**src/rtl/rxf_pkg.sv**
```systemverilog
package rxf_pkg;
  localparam int unsigned AW_REG = 5;
  localparam logic [AW_REG-1:0] ADDR_STAT  = 5'h0C;
  localparam logic [AW_REG-1:0] ADDR_LEVEL = 5'h14;
  localparam logic [AW_REG-1:0] ADDR_FSTAT = 5'h1C;
  localparam logic [AW_REG-1:0] ADDR_DATA  = 5'h1F;

  localparam int unsigned B_DONE = 7;
  localparam int unsigned B_SOF  = 6;
  localparam int unsigned B_LVL  = 5;
  localparam int unsigned B_CRC  = 4;
  localparam int unsigned B_FRM  = 3;
  localparam int unsigned B_OVF  = 2;

  localparam logic [7:0] ERR_MASK = 8'h1C;
endpackage

```
**src/rtl/rxf_byte_fifo.sv**
```systemverilog
module rxf_byte_fifo #(
  parameter int unsigned DEPTH = 128,
  parameter int unsigned DW    = 8,
  localparam int unsigned AW   = $clog2(DEPTH),
  localparam int unsigned CW   = $clog2(DEPTH + 1)
) (
  input  logic          clk_i,
  input  logic          rst_ni,
  input  logic          flush_i,
  input  logic          push_i,
  input  logic [DW-1:0] data_i,
  input  logic          pop_i,
  output logic [DW-1:0] head_o,
  output logic [CW-1:0] count_o,
  output logic          drop_o
);
  logic [DW-1:0] mem [DEPTH];
  logic [AW-1:0] wr_ptr, rd_ptr;
  logic [CW-1:0] cnt;
  logic          empty, full, do_pop, do_push;

  function automatic logic [AW-1:0] inc(input logic [AW-1:0] p);
    return (p == AW'(DEPTH - 1)) ? '0 : p + 1'b1;
  endfunction

  assign empty   = (cnt == '0);
  assign full    = (cnt == CW'(DEPTH));
  assign do_pop  = pop_i && !empty;
  assign do_push = push_i && (!full || do_pop);
  assign drop_o  = push_i && !flush_i && full && !pop_i;
  assign head_o  = mem[rd_ptr];
  assign count_o = cnt;

  always_ff @(posedge clk_i or negedge rst_ni) begin
    if (!rst_ni) begin
      wr_ptr <= '0;
      rd_ptr <= '0;
      cnt    <= '0;
    end else if (flush_i) begin
      rd_ptr <= '0;
      wr_ptr <= push_i ? AW'(1) : '0;
      cnt    <= push_i ? CW'(1) : '0;
    end else begin
      if (do_push) wr_ptr <= inc(wr_ptr);
      if (do_pop)  rd_ptr <= inc(rd_ptr);
      if (do_push && !do_pop)      cnt <= cnt + 1'b1;
      else if (do_pop && !do_push) cnt <= cnt - 1'b1;
    end
  end

  always_ff @(posedge clk_i) begin
    if (flush_i && push_i) mem[0] <= data_i;
    else if (!flush_i && do_push) mem[wr_ptr] <= data_i;
  end
endmodule

```
**src/rtl/rxf_level_trig.sv**
```systemverilog
module rxf_level_trig #(
  parameter int unsigned CW = 8,
  parameter int unsigned LW = 8
) (
  input  logic          clk_i,
  input  logic          rst_ni,
  input  logic          rearm_i,
  input  logic          active_i,
  input  logic [CW-1:0] count_i,
  input  logic [LW-1:0] level_i,
  output logic          fire_o
);
  logic armed, above;

  assign above  = int'(count_i) > int'(level_i);
  assign fire_o = armed && active_i && above;

  always_ff @(posedge clk_i or negedge rst_ni) begin
    if (!rst_ni)      armed <= 1'b1;
    else if (rearm_i) armed <= 1'b1;
    else if (fire_o)  armed <= 1'b0;
    else if (!above)  armed <= 1'b1;
  end
endmodule

```
**src/rtl/rxf_stat_reg.sv**
```systemverilog
module rxf_stat_reg #(
  parameter int unsigned W = 8
) (
  input  logic         clk_i,
  input  logic         rst_ni,
  input  logic [W-1:0] set_i,
  input  logic [W-1:0] clr_i,
  output logic [W-1:0] stat_o
);
  // set has priority over clear
  always_ff @(posedge clk_i or negedge rst_ni) begin
    if (!rst_ni) stat_o <= '0;
    else         stat_o <= (stat_o & ~clr_i) | set_i;
  end
endmodule

```
**src/rtl/rx_fifo_irq.sv**
```systemverilog
module rx_fifo_irq
  import rxf_pkg::*;
#(
  parameter int unsigned DEPTH     = 128,
  parameter logic [7:0]  LEVEL_RST = 8'd8,
  localparam int unsigned CW       = $clog2(DEPTH + 1)
) (
  input  logic       clk_i,
  input  logic       rst_ni,
  input  logic       rx_valid_i,
  input  logic [7:0] rx_data_i,
  input  logic       rx_sof_i,
  input  logic       rx_eof_i,
  input  logic       rx_frm_err_i,
  input  logic       rx_crc_err_i,
  input  logic       reg_wr_i,
  input  logic       reg_rd_i,
  input  logic [4:0] reg_addr_i,
  input  logic [7:0] reg_wdata_i,
  output logic [7:0] reg_rdata_o,
  output logic       irq_o
);
  logic [7:0]    level_q, stat, set_v, clr_v, head;
  logic [CW-1:0] count;
  logic          in_frame, lvl_fire, drop, pop, rd_stat;

  assign pop     = reg_rd_i && (reg_addr_i == ADDR_DATA);
  assign rd_stat = reg_rd_i && (reg_addr_i == ADDR_STAT);

  always_ff @(posedge clk_i or negedge rst_ni) begin
    if (!rst_ni) begin
      level_q  <= LEVEL_RST;
      in_frame <= 1'b0;
    end else begin
      if (reg_wr_i && reg_addr_i == ADDR_LEVEL) level_q <= reg_wdata_i;
      if (rx_sof_i)      in_frame <= 1'b1;
      else if (rx_eof_i) in_frame <= 1'b0;
    end
  end

  rxf_byte_fifo #(.DEPTH(DEPTH), .DW(8)) u_fifo (
    .clk_i   (clk_i),
    .rst_ni  (rst_ni),
    .flush_i (rx_sof_i),
    .push_i  (rx_valid_i),
    .data_i  (rx_data_i),
    .pop_i   (pop && !rx_sof_i),
    .head_o  (head),
    .count_o (count),
    .drop_o  (drop)
  );

  rxf_level_trig #(.CW(CW), .LW(8)) u_lvl (
    .clk_i    (clk_i),
    .rst_ni   (rst_ni),
    .rearm_i  (rx_sof_i),
    .active_i (in_frame),
    .count_i  (count),
    .level_i  (level_q),
    .fire_o   (lvl_fire)
  );

  always_comb begin
    set_v = '0;
    set_v[B_DONE] = rx_eof_i;
    set_v[B_SOF]  = rx_sof_i;
    set_v[B_LVL]  = lvl_fire;
    set_v[B_CRC]  = rx_crc_err_i;
    set_v[B_FRM]  = rx_frm_err_i;
    set_v[B_OVF]  = drop;
    clr_v = (rd_stat ? 8'hFF : 8'h00) | (rx_sof_i ? ERR_MASK : 8'h00);
  end

  rxf_stat_reg #(.W(8)) u_stat (
    .clk_i  (clk_i),
    .rst_ni (rst_ni),
    .set_i  (set_v),
    .clr_i  (clr_v),
    .stat_o (stat)
  );

  assign irq_o = |stat;

  always_comb begin
    unique case (reg_addr_i)
      ADDR_STAT:  reg_rdata_o = stat;
      ADDR_LEVEL: reg_rdata_o = level_q;
      ADDR_FSTAT: reg_rdata_o = 8'(count);
      ADDR_DATA:  reg_rdata_o = (count != '0) ? head : 8'h00;
      default:    reg_rdata_o = 8'h00;
    endcase
  end
endmodule

```
**config.mk**
```make
export PLATFORM = sky130hd
export DESIGN_NAME = rx_fifo_irq
export DESIGN_NICKNAME = d
export VERILOG_FILES = /design/src/rtl/rxf_pkg.sv /design/src/rtl/rxf_byte_fifo.sv /design/src/rtl/rxf_level_trig.sv /design/src/rtl/rxf_stat_reg.sv /design/src/rtl/rx_fifo_irq.sv
export SDC_FILE = /design/constraint.sdc
export NUM_CORES = 1
export LEC_CHECK = 0
export CORE_MARGIN = 8
export CORE_UTILIZATION = 45
export CTS_BUF_LIST = sky130_fd_sc_hd__clkbuf_16
export CTS_CLUSTER_DIAMETER = 40
export DETAILED_ROUTE_END_ITERATION = 8
export PLACE_DENSITY = 0.63
export SLEW_MARGIN = 20
export SYNTH_ARGS = -nofsm -noshare
export SYNTH_HDL_FRONTEND = slang
export SYNTH_SLANG_ARGS = --single-unit
```
**constraint.sdc**
```tcl
create_clock -name clk_i -period 4.1 [get_ports clk_i]
set_input_delay 0.82 -clock clk_i [delete_from_list [all_inputs] [get_ports clk_i]]
set_output_delay 0.82 -clock clk_i [all_outputs]
set_load 0.05 [all_outputs]
```
### Word level (Yosys, flattened, before mapping)

Memory sizes are Yosys's and may differ from the RTL's.
Index checks and enable logic that the tools add are counted.

* add/sub/neg operators: 4
* $lt $le $gt $ge: 1
* eq/ne operators: 8
* muxes and demuxes: 28
* bitwise logic cells: 4
* reductions and logical operators: 30

Operators by type and width (count)
* $mux 7: 7
* $mux 8: 6
* $pmux 8 s4: 1
* $reduce_or 8->1: 2
* $eq 5x5->1 const B: 3
* $logic_and 1x1->1: 15
* $add 7x1->7 const B: 2
* $eq 7x7->1 const B: 2
* $mux 1: 13
* $add 8x1->8 const B: 1
* $and 8x8->8: 1
* $eq 8x8->1 const B: 1
* $gt 8x8->1: 1
* $logic_not 8->1: 1
* $not 8->8: 1
* $or 8x5->8: 1
* $or 8x8->8: 1
* $reduce_bool 8->1: 1
* $sub 8x1->8 const B: 1
* $logic_not 1->1: 6
* $reduce_bool 2->1: 3
* $eq 5x4->1 const B: 1
* $mux 5: 1
* $ne 3x3->1 const B: 1
* other kinds (2): 2

* bits in registers: 40
* memory bits (writable): 1024
* bits of input ports: 30
* output and inout port bits: 9
* word-level logic and storage cells: 83
* memories kept: 1

Memory list
* u_fifo.mem: depth 128, bits a word 8, rd ports 1, clocked after memory_dff 0, wr ports 1, RTL line rxf_byte_fifo.sv:17 `logic [DW-1:0] mem [DEPTH];`

### Longest topological paths before layout

Gate-level depths: netlist (run 1).

* depth after elaboration: 12
* mapped depth: 12
* gate-level depth less buffers: 12

### Modules after synthesis

From an unflattened synthesis (run 1), not the netlist that was laid out.

* cells, all modules: 2184
* area, all modules: 42195.5 um^2

Modules (own cells, without submodules)
* rxf_byte_fifo: times used 1, cells an instance 2054, area an instance 40919.2 um^2, seq. area each 31300.0 um^2
* rx_fifo_irq: times used 1, cells an instance 73, area an instance 735.7 um^2, seq. area each 226.5 um^2
* rxf_stat_reg: times used 1, cells an instance 24, area an instance 290.3 um^2, seq. area each 200.2 um^2
* rxf_level_trig: times used 1, cells an instance 33, area an instance 250.2 um^2, seq. area each 26.3 um^2

### Worst setup path before layout (run 1)

Ideal clock, no wire load.

* kind: input to register
* from: in reg_addr_i[3]
* to: reg u_fifo.cnt[6] (netlist: u_fifo.count_o[6])
* setup time: 0.064 ns
* data arrival time: 3.472 ns
* required time: 4.036 ns
* slack: 0.564 ns
* cell stages on the path: 11
* path buffers: 0
* cells stage by stage: nand3_1 nor3_2 nand2_2 o21ai_0 ha_1 nor2b_1 o21ai_1 a21boi_0 or4b_1 a41oi_1 mux2_4

* longest elaborated chain between the ends: 9
* elaborated cells between the ends (all ways): 13
* those cells by class: eq/ne: 1; mux: 2; reduce/logical: 10

Ends and longest elaborated chain
* start, declared: RTL line rx_fifo_irq.sv:18 `input logic [4:0] reg_addr_i,`
* $eq 5x5->1 *: RTL line rx_fifo_irq.sv:27 `assign pop = reg_rd_i && (reg_addr_i == ADDR_DATA);`
* $logic_and 1x1->1 *: RTL line rx_fifo_irq.sv:27
* $logic_and 1x1->1 *: RTL line rx_fifo_irq.sv:47 `.pop_i (pop && !rx_sof_i),`
* $logic_and 1x1->1 *: RTL line rxf_byte_fifo.sv:28 `assign do_pop = pop_i && !empty;`
* $logic_or 1x1->1: RTL line rxf_byte_fifo.sv:29 `assign do_push = push_i && (!full || do_pop);`
* $logic_and 1x1->1: RTL line rxf_byte_fifo.sv:29
* $logic_and 1x1->1 or $logic_not 1->1 (tied branches): RTL line rxf_byte_fifo.sv:46, rxf_byte_fifo.sv:47
* $mux 8 or $logic_and 1x1->1 (tied branches): RTL line rxf_byte_fifo.sv:46, rxf_byte_fifo.sv:47
* $mux 8 or $reduce_bool 3->1 (tied branches)
* end signal, assigned: RTL line rxf_byte_fifo.sv:42 `cnt <= push_i ? CW'(1) : '0;`
* end signal, assigned: RTL line rxf_byte_fifo.sv:46 `if (do_push && !do_pop) cnt <= cnt + 1'b1;`
* end signal, assigned: RTL line rxf_byte_fifo.sv:47 `else if (do_pop && !do_push) cnt <= cnt - 1'b1;`
* end, declared: RTL line rxf_byte_fifo.sv:19 `logic [CW-1:0] cnt;`

Mark *: on every way between the ends. The rest lies on a longest branch, timed or not.
A chain may end at the register's enable or synchronous reset.

### Final worst setup path (run 1)

* from: reg u_fifo.rd_ptr[0]
* to: out reg_rdata_o[7]

* longest elaborated chain between the ends: 3

Ends and longest elaborated chain
* start, declared: RTL line rxf_byte_fifo.sv:18 `logic [AW-1:0] wr_ptr, rd_ptr;`
* start signal, assigned: RTL line rxf_byte_fifo.sv:45 `if (do_pop) rd_ptr <= inc(rd_ptr);`
* $mem_v2 128x8
* $mux 8: RTL line rx_fifo_irq.sv:89 `ADDR_DATA: reg_rdata_o = (count != '0) ? head : 8'h00;`
* $pmux 8 s4: RTL line rx_fifo_irq.sv:85 `unique case (reg_addr_i)`
* end, declared: RTL line rx_fifo_irq.sv:20 `output logic [7:0] reg_rdata_o,`

No other way between the ends.

==> reports/qor.log, run 1 <==
qor: global_routing.grt_max_degree 99
qor: global_routing.grt_pass1_wl 154000 um
qor: synthesis.synth.mux.area_fraction 15.0%
qor: synthesis.syn-cell-area 42300 um^2
qor: setup_path.worst-r2r-setup-slack 710 ps
qor: drt.remaining_antenna_violation_count 0
qor: sta.post-route-min-period 4400 ps
qor: synthesis.synthDominantCellAreaShare 72.6%
qor: global_routing.grt.total_usage 19.9%
qor: global_routing.antenna_found_initial 1
qor: setup_path.path_type_of_the_worst_setup_path reg -> out
qor: synthesis.synth_compound_gate_area_share 3.60%
qor: placement.pre_cts_slack 83.4 ps
qor: placement.number_of_placed_cells_counting_well_taps 3625
qor: sta.maxClockFrequency 0.227 GHz
qor: setup_path.crit_path_frequent_cell buf_12
qor: clock_network.clk_path_buf_depth 3
qor: synthesis.synth.avg_cell_area 19.5 um^2
qor: die.chipWidth 323 um
qor: pwr.static-leakage-power 16.6 nW
qor: placement.post_dp_cell_area 46100 um^2
qor: synthesis.ys_seq_elements 1064
qor: clock_network.cts.sinks 1064
qor: clock_network.clk_transition_reported_paths 60 ps
qor: run_status.status complete, but fails checks
qor: run.drv_cap 0
qor: clock_network.htree_levels 4
qor: pwr.overall_power 0.0244 W
qor: synthesis.async_flop_share 3.76%
qor: finish.layoutNonFillerInstCount 3896
qor: drt.drtPass1Iterations 6
qor: drt.wirelength_met1 42500 um
qor: run_status.failed_checks setup timing
qor: global_routing.grt_pass1_vias 23.3k
qor: pwr.irDropWorstVdd 0.300 mV
qor: setup_path.max_stage_delay 580 ps
qor: synthesis.synth_xor_xnor_area_share 0.145%
qor: synthesis.netlist_top_cells_area edfxtp_1 (73%), mux4_2 (11%), dfrtp_1 (2.2%), mux2i_1 (2.0%), nor2_1 (1.6%)
qor: finish.antenna_cells 0
qor: synthesis.synth_seq_area_share 75.0%
qor: finish.drive_above_1_share 33.8%
qor: finish.areaGrowthSynthToFinish 21.4%
qor: synthesis.synth-warning-count 0
qor: drt.detailroute.wirelength.met3 8000 um
qor: setup_path.critical_path.reg2reg.startpoint u_fifo.count_o[3]$_DFFE_PN0P_
qor: synthesis.synth_top_family_by_area multiplexers
qor: setup_path.rr_endpoint u_fifo.count_o[6]$_DFFE_PN0P_
qor: drt.drt_first_iter_violations 2399
qor: drt.detailroute.via_count 22.5k
qor: die.io_pins 39
qor: synthesis.synthDistinctLibCells 72
qor: finish.finalNetCount 2584
qor: placement.buffer_ports.inserted 38
qor: sta.fin_ws -297 ps
qor: clock_network.cts_buffer_count 132
qor: sta.slew_headroom 39.6%
qor: sta.final-hold-violation-count 0
qor: sta.rsz0062_at_grt true
qor: setup_path.crit_path_top_delay_cell dfrtp_4
qor: global_routing.global_route_congestion_overflow_total 0
qor: die.floorplan.die_area 104000 um^2
qor: sta.setup_viol 8
qor: die.rows 112
qor: placement.dpl_wire_length 65900 um
qor: sta.final.hold.worst_slack 224 ps
qor: die.die_h 323 um
qor: synthesis.synth.net_count 2219
qor: setup_path.worstPathArrival 3580 ps
qor: clock_network.clk_latency 740 ps
qor: drt.drt-vias-per-instance 5.78
qor: clock_network.cts_tree built
qor: setup_path.critPathLaunchType flip-flop
qor: sta.finClkSkew 33.3 ps
qor: worst_hold_path.min-delay-path-class in -> async
qor: drt.highest-signal-layer met4
qor: sta.final_min_period_over_clock_period 107%
qor: synthesis.yosys.area.top_type edfxtp_1
qor: finish.layout.cells.most_common edfxtp_1
qor: sta.max_slew.worst_pin.slew 906 ps
qor: placement.finalWeightedCongestion 0.877
qor: finish.finish.instance_area 51400 um^2
qor: pwr.pwrdens 475 nW/um^2
qor: drt.routed-wl-met2 50100 um
qor: drt.drt-total-wl 103000 um
qor: setup_path.timing.critical_path.to_type output pin
qor: setup_path.timing.critical_path.cells buf_12 -> buf_16 -> mux4_2 -> a22oi_1 -> a22oi_2 -> a311o_2 -> buf_12
qor: finish.commonest_non_fill_non_tap_cells_in_the_layout edfxtp_1 (1024), buf_4 (279), mux4_2 (213)
qor: die.floorplan.initialDensity 45.4%
qor: synthesis.synth_ff_type edfxtp_1
qor: setup_path.critPathMaxFanout 16
qor: synthesis.post_synth_and_or_nand_nor_area_fraction 4.09%
qor: clock_network.cts_root_buf clkbuf_16
qor: synthesis.postSynthCellCount 2172
qor: synthesis.synth_edf_count 1024
qor: drt.detail_route.drc_violations 0
qor: setup_path.cp_data_required_time 3280 ps
qor: synthesis.post_synthesis_share_of_cell_area_spent_on_full_adders_half_adders_and_majority_gates 0.520%
qor: die.fp.coreArea 93300 um^2
qor: setup_path.r2r.worst_path.cells 12
qor: sta.final_report_max_slew_violation_count 0
qor: drt.post_drt_wl_per_cell 26.6 um
qor: finish.layout.filler_cells 7140
## where the power goes
group          leakage (nW)  total (W)  internal [W]  switching [W]
Sequential             9.70     0.0121        0.0120       0.000101
Combinational          4.70   0.000898      0.000358       0.000540
Clock                  2.20     0.0114       0.00678        0.00464
## state kept, by name (all words and copies together) (netlist names)
register / cells
u_fifo.mem: 1024
level_q: 8
u_fifo.count_o: 8
u_stat.stat_o: 8
u_fifo.rd_ptr: 7
u_fifo.wr_ptr: 7
in_frame: 1
u_lvl.armed: 1
## synth_stat cells, drive strengths merged (7+ instances only)
library cell and count:
edfxtp 1024, mux4 213, nor2 176, mux2i 86, buf 76, nand2 61, mux2 60, clkbuf 47
o22ai 46, dfrtp 38, o21ai 32, a211oi 30, a22oi 28, a21oi 26, nand3 26, ha 16
inv 15, nand4 14, nor2b 14, nor3 13, o211ai 11, nand3b 9, a221oi 8, nor4 8
o221ai 8, nand2b 7
## worst max-delay path, delay by kind of cell, from the launching register on
kind	cells	cell delay [ps]
AO/OA/AOI/OAI	3	1120
buffers and inverters	3	580
flip-flops	1	580
multiplexers	1	520
## logic make-up (layout without fill, tap and decap cells)
group / after synthesis / after routing
and+or+nand+nor: 363 / 363
muxes: 359 / 359
buffers and inverters: 138 / 608
adders and majority gates: 17 / 17
xor gates and xnor gates: 7 / 7
AOI/OAI and AO/OA: 224 / 224
DFF: 1064 / 1064
## worst max-delay path by stage
stage | depth (start not counted) | endpoint | slack [ps] | startpoint
3_3_place_gp | 10 | reg_rdata_o[4] | 160 | reg_addr_i[2]
2_1_floorplan | 11 | u_fifo.count_o[6]$_DFFE_PN0P_ | 560 | reg_addr_i[3]
6_report | 7 | reg_rdata_o[7] | -300 | u_fifo.rd_ptr[0]$_DFFE_PN0P_
5_1_grt | 9 | reg_rdata_o[2] | -340 | u_fifo.rd_ptr[0]$_DFFE_PN0P_
3_5_place_dp | 13 | u_fifo.count_o[7]$_DFFE_PN0P_ | 80 | reg_addr_i[2]
4_1_cts | 9 | reg_rdata_o[7] | -300 | u_fifo.rd_ptr[0]$_DFFE_PN0P_
## stage by stage
step           util (%)  setup TNS [ps]
2_1_floorplan         -               0
3_3_place_gp       49.4               0
3_5_place_dp       49.4               0
4_1_cts            54.8           -1890
5_1_grt            55.0           -2190
6_report           55.0           -1550
## cell type report
type | instances | area (um^2) | share of cell area (%)
multi-input cells | 970 | 10300 | 20.0
flip-flops and latches | 1064 | 31800 | 61.8
well taps | 1254 | 1570 | 3.05
clock buffers | 134 | 3350 | 6.53
clock inverters | 105 | 1050 | 2.04
inverters | 15 | 56.3 | 0.110
repair buffers | 354 | 3330 | 6.48
## per-layer routing
layer | up-vias | GRT usage, %
li1 | 9694 | -
met1 | 11700 | 27.2
met2 | 919 | 31.9
met3 | 184 | 4.36
met4 | 0 | 6.37
met5 | - | 0
## timing repair
action                                  CTS  global route
cloned                                    4             1
endpoints found under the setup margin    8             8
pin swaps                                12            14
buffers inserted                         19             8
hold buffers                              0             0
hold endpoints to repair                  0             0
resized for setup                        68            38
Note: power is estimated with default switching activity, not from simulation.
==> run 2: changes to the inputs <==
- CORE_UTILIZATION: 45 -> 24
- PLACE_DENSITY: 0.63 -> not set
==> reports/qor.log, run 2 (synthesized netlist as in run 1, its figures left out) <==
qor: run_status.status complete, but fails checks [unchanged]
qor: run_status.failed_checks setup timing [unchanged]
qor: clock_network.clk_latency 750 ps [was 740 ps]
qor: global_routing.global_route_congestion_overflow_total 0 [unchanged]
qor: die.chipWidth 436 um [was 323 um]
qor: sta.slew_headroom 31.5% [was 39.6%]
qor: finish.multiInputGateArea 10300 um^2 [about the same]
qor: global_routing.grt.total_usage 10.8% [was 19.9%]
qor: finish.layoutNonFillerInstCount 4969 [was 3896]
qor: drt.detailroute.via_count 22.3k [was 22.5k]
qor: setup_path.critical_path.reg2reg.startpoint u_fifo.count_o[3]$_DFFE_PN0P_ [unchanged]
qor: sta.setup_viol 8 [unchanged]
qor: clock_network.clk_transition_reported_paths 50 ps [was 60 ps]
qor: finish.layout.cells.most_common edfxtp_1 [unchanged]
qor: clock_network.clk_path_buf_depth 3 [unchanged]
qor: die.floorplan.die_area 190000 um^2 [was 104000 um^2]
qor: drt.post_drt_wl_per_cell 21.4 um [was 26.6 um]
qor: setup_path.path_type_of_the_worst_setup_path reg -> out [unchanged]
qor: worst_hold_path.min-delay-path-class in -> async [unchanged]
qor: die.die_h 436 um [was 323 um]
qor: setup_path.worstPathArrival 3520 ps [was 3580 ps]
qor: clock_network.cts_hold_buffers 0 [unchanged]
qor: drt.remaining_antenna_violation_count 0 [unchanged]
qor: pwr.irDropWorstVdd 0.364 mV [was 0.300 mV]
qor: drt.drt_first_iter_violations 1970 [was 2399]
qor: sta.final_report_max_slew_violation_count 0 [unchanged]
qor: drt.drt-vias-per-instance 4.49 [was 5.78]
qor: drt.detail_route.drc_violations 0 [unchanged]
qor: setup_path.critPathMaxFanout 7 [was 16]
qor: setup_path.timing.critical_path.to_type output pin [unchanged]
qor: pwr.pwrdens 466 nW/um^2 [was 475 nW/um^2]
qor: pwr.internal_power 0.0193 W [was 0.0191 W]
qor: placement.post_dp_cell_area 47500 um^2 [was 46100 um^2]
qor: setup_path.worst-r2r-setup-slack 800 ps [was 710 ps]
qor: pwr.total_switching_power 0.00535 W [was 0.00528 W]
qor: sta.max_slew.worst_pin.slew 1030 ps [was 906 ps]
qor: finish.seqCellArea 31800 um^2 [about the same]
qor: finish.utilization 30.1% [was 55.0%]
qor: drt.drtPass1Iterations 4 [was 6]
qor: sta.post-route-min-period 4340 ps [was 4400 ps]
qor: finish.finish.instance_area 52900 um^2 [was 51400 um^2]
qor: pwr.static-leakage-power 16.6 nW [about the same]
qor: sta.fin_ws -243 ps [was -297 ps]
qor: placement.number_of_placed_cells_counting_well_taps 4699 [was 3625]
qor: die.io_pins 39 [unchanged]
qor: drt.drt-total-wl 106000 um [was 103000 um]
qor: placement.pre_cts_slack -4.64 ps [was 83.4 ps]
qor: global_routing.antenna_found_initial 1 [unchanged]
qor: setup_path.cp_data_required_time 3280 ps [about the same]
qor: finish.register_with_the_most_flip_flops u_fifo.mem [unchanged]
qor: clock_network.cts_buffer_count 135 [was 132]
qor: finish.largest_register_ff_count 1024 [unchanged]
qor: placement.finalWeightedCongestion 0.810 [was 0.877]
qor: clock_network.cts_root_buf clkbuf_16 [unchanged]
qor: pwr.netSwitchingFraction 21.7% [was 21.6%]
qor: sta.final-hold-violation-count 0 [unchanged]
qor: global_routing.grt_pass1_vias 22.7k [was 23.3k]
qor: pwr.share_seq_of_total_power 49.0% [was 49.5%]
qor: placement.dpl_wire_length 65300 um [was 65900 um]
qor: finish.layout.filler_cells 17.1k [was 7140]
qor: die.rows 154 [was 112]
qor: clock_network.cts_tree built [unchanged]
qor: run.drv_cap 0 [unchanged]
qor: finish.finalNetCount 2569 [was 2584]
qor: sta.rsz0062_at_grt true [unchanged]
qor: die.fp.coreArea 176000 um^2 [was 93300 um^2]
qor: global_routing.grt_pass1_wl 157000 um [was 154000 um]
qor: pwr.pwr-share-clk 47.3% [was 46.8%]
qor: sta.maxClockFrequency 0.230 GHz [was 0.227 GHz]
qor: setup_path.r2r.worst_path.cells 12 [unchanged]
qor: placement.buffer_ports.inserted 38 [unchanged]
qor: finish.commonest_non_fill_non_tap_cells_in_the_layout edfxtp_1 (1024), buf_4 (252), mux4_2 (213) [was edfxtp_1 (1024), buf_4 (279), mux4_2 (213)]
qor: finish.areaGrowthSynthToFinish 25.1% [was 21.4%]
qor: die.floorplan.initialDensity 24.1% [was 45.4%]
qor: clock_network.cts.sinks 1064 [unchanged]
qor: sta.finClkSkew 29.5 ps [was 33.3 ps]
qor: setup_path.rr_endpoint u_fifo.count_o[7]$_DFFE_PN0P_ [was u_fifo.count_o[6]$_DFFE_PN0P_]
qor: global_routing.grt_max_degree 103 [was 99]
qor: pwr.power_frac_comb 3.7% [about the same]
qor: setup_path.critPathLaunchType flip-flop [unchanged]
qor: clock_network.htree_levels 4 [unchanged]
qor: sta.final_min_period_over_clock_period 106% [was 107%]
qor: finish.drive_above_1_share 33.3% [was 33.8%]
## run 2: worst max-delay path by stage
stage / start / end / slack, ps / depth (start not counted)
after floorplan: reg_addr_i[3] / u_fifo.count_o[6]$_DFFE_PN0P_ / 560 / 11
after global placement: reg_addr_i[2] / reg_rdata_o[2] / 5 / 10
after detailed placement: reg_addr_i[2] / reg_rdata_o[2] / -5 / 10
after CTS: u_fifo.rd_ptr[1]$_DFFE_PN0P_ / reg_rdata_o[2] / -310 / 9
after global routing: u_fifo.rd_ptr[0]$_DFFE_PN0P_ / reg_rdata_o[2] / -320 / 11
final: u_fifo.rd_ptr[1]$_DFFE_PN0P_ / reg_rdata_o[2] / -240 / 10
## run 2: final cells by class
class	instances	share of cell area [%]
clock buffers	135	6.38
inverters	15	0.106
well taps	2340	5.53
flip-flops and latches	1064	60.0
multi-input cells	970	19.4
repair buffers	336	6.50
diodes	1	0.00473
clock inverters	108	2.09
## run 2: stage by stage
stage          hold WS [ps]  setup TNS (ps)  total power [W]
2_1_floorplan           469               0           0.0128
3_3_place_gp            500               0           0.0132
3_5_place_dp            507           -4.64           0.0132
4_1_cts                20.4           -2040           0.0249
5_1_grt                55.2           -2120           0.0254
6_report               64.5           -1390           0.0247
## run 2: metal layers
metal,vias to the layer above,share of wire (%),global-route usage (%)
li1,9656,-,-
met1,11700,43,14.6
met2,762,48,17.3
met3,155,6.7,2.47
met4,0,2.7,3.69
met5,-,0,0
## run 2: worst max-delay path, stage by stage (launching register included)
cell,delay (ps)
dfrtp_4,470
buf_12,140
buf_16,140
mux4_2,510
mux4_2,550
nor2_1,130
o21ai_1,90
buf_4,160
a311o_1,320
buf_12,150
buf_12,140
## run 2: what timing repair did
| item | 4_1_cts | 5_1_grt |
|---|---|---|
| buffers inserted | 4 | 16 |
| endpoints found under the hold margin | 0 | 0 |
| cloned | 9 | 1 |
| gates resized for setup | 44 | 50 |
| setup endpoints to repair | 8 | 8 |
| pin swaps | 10 | 15 |
## run 2: power groups by stage
stage               Clock, W  Combinational (W)  Sequential, W
finish                0.0117           0.000915         0.0121
global route          0.0123            0.00101         0.0121
CTS                   0.0119           0.000925         0.0121
detailed placement         0           0.000913         0.0123
global placement           0           0.000891         0.0123
floorplan                  0           0.000485         0.0123
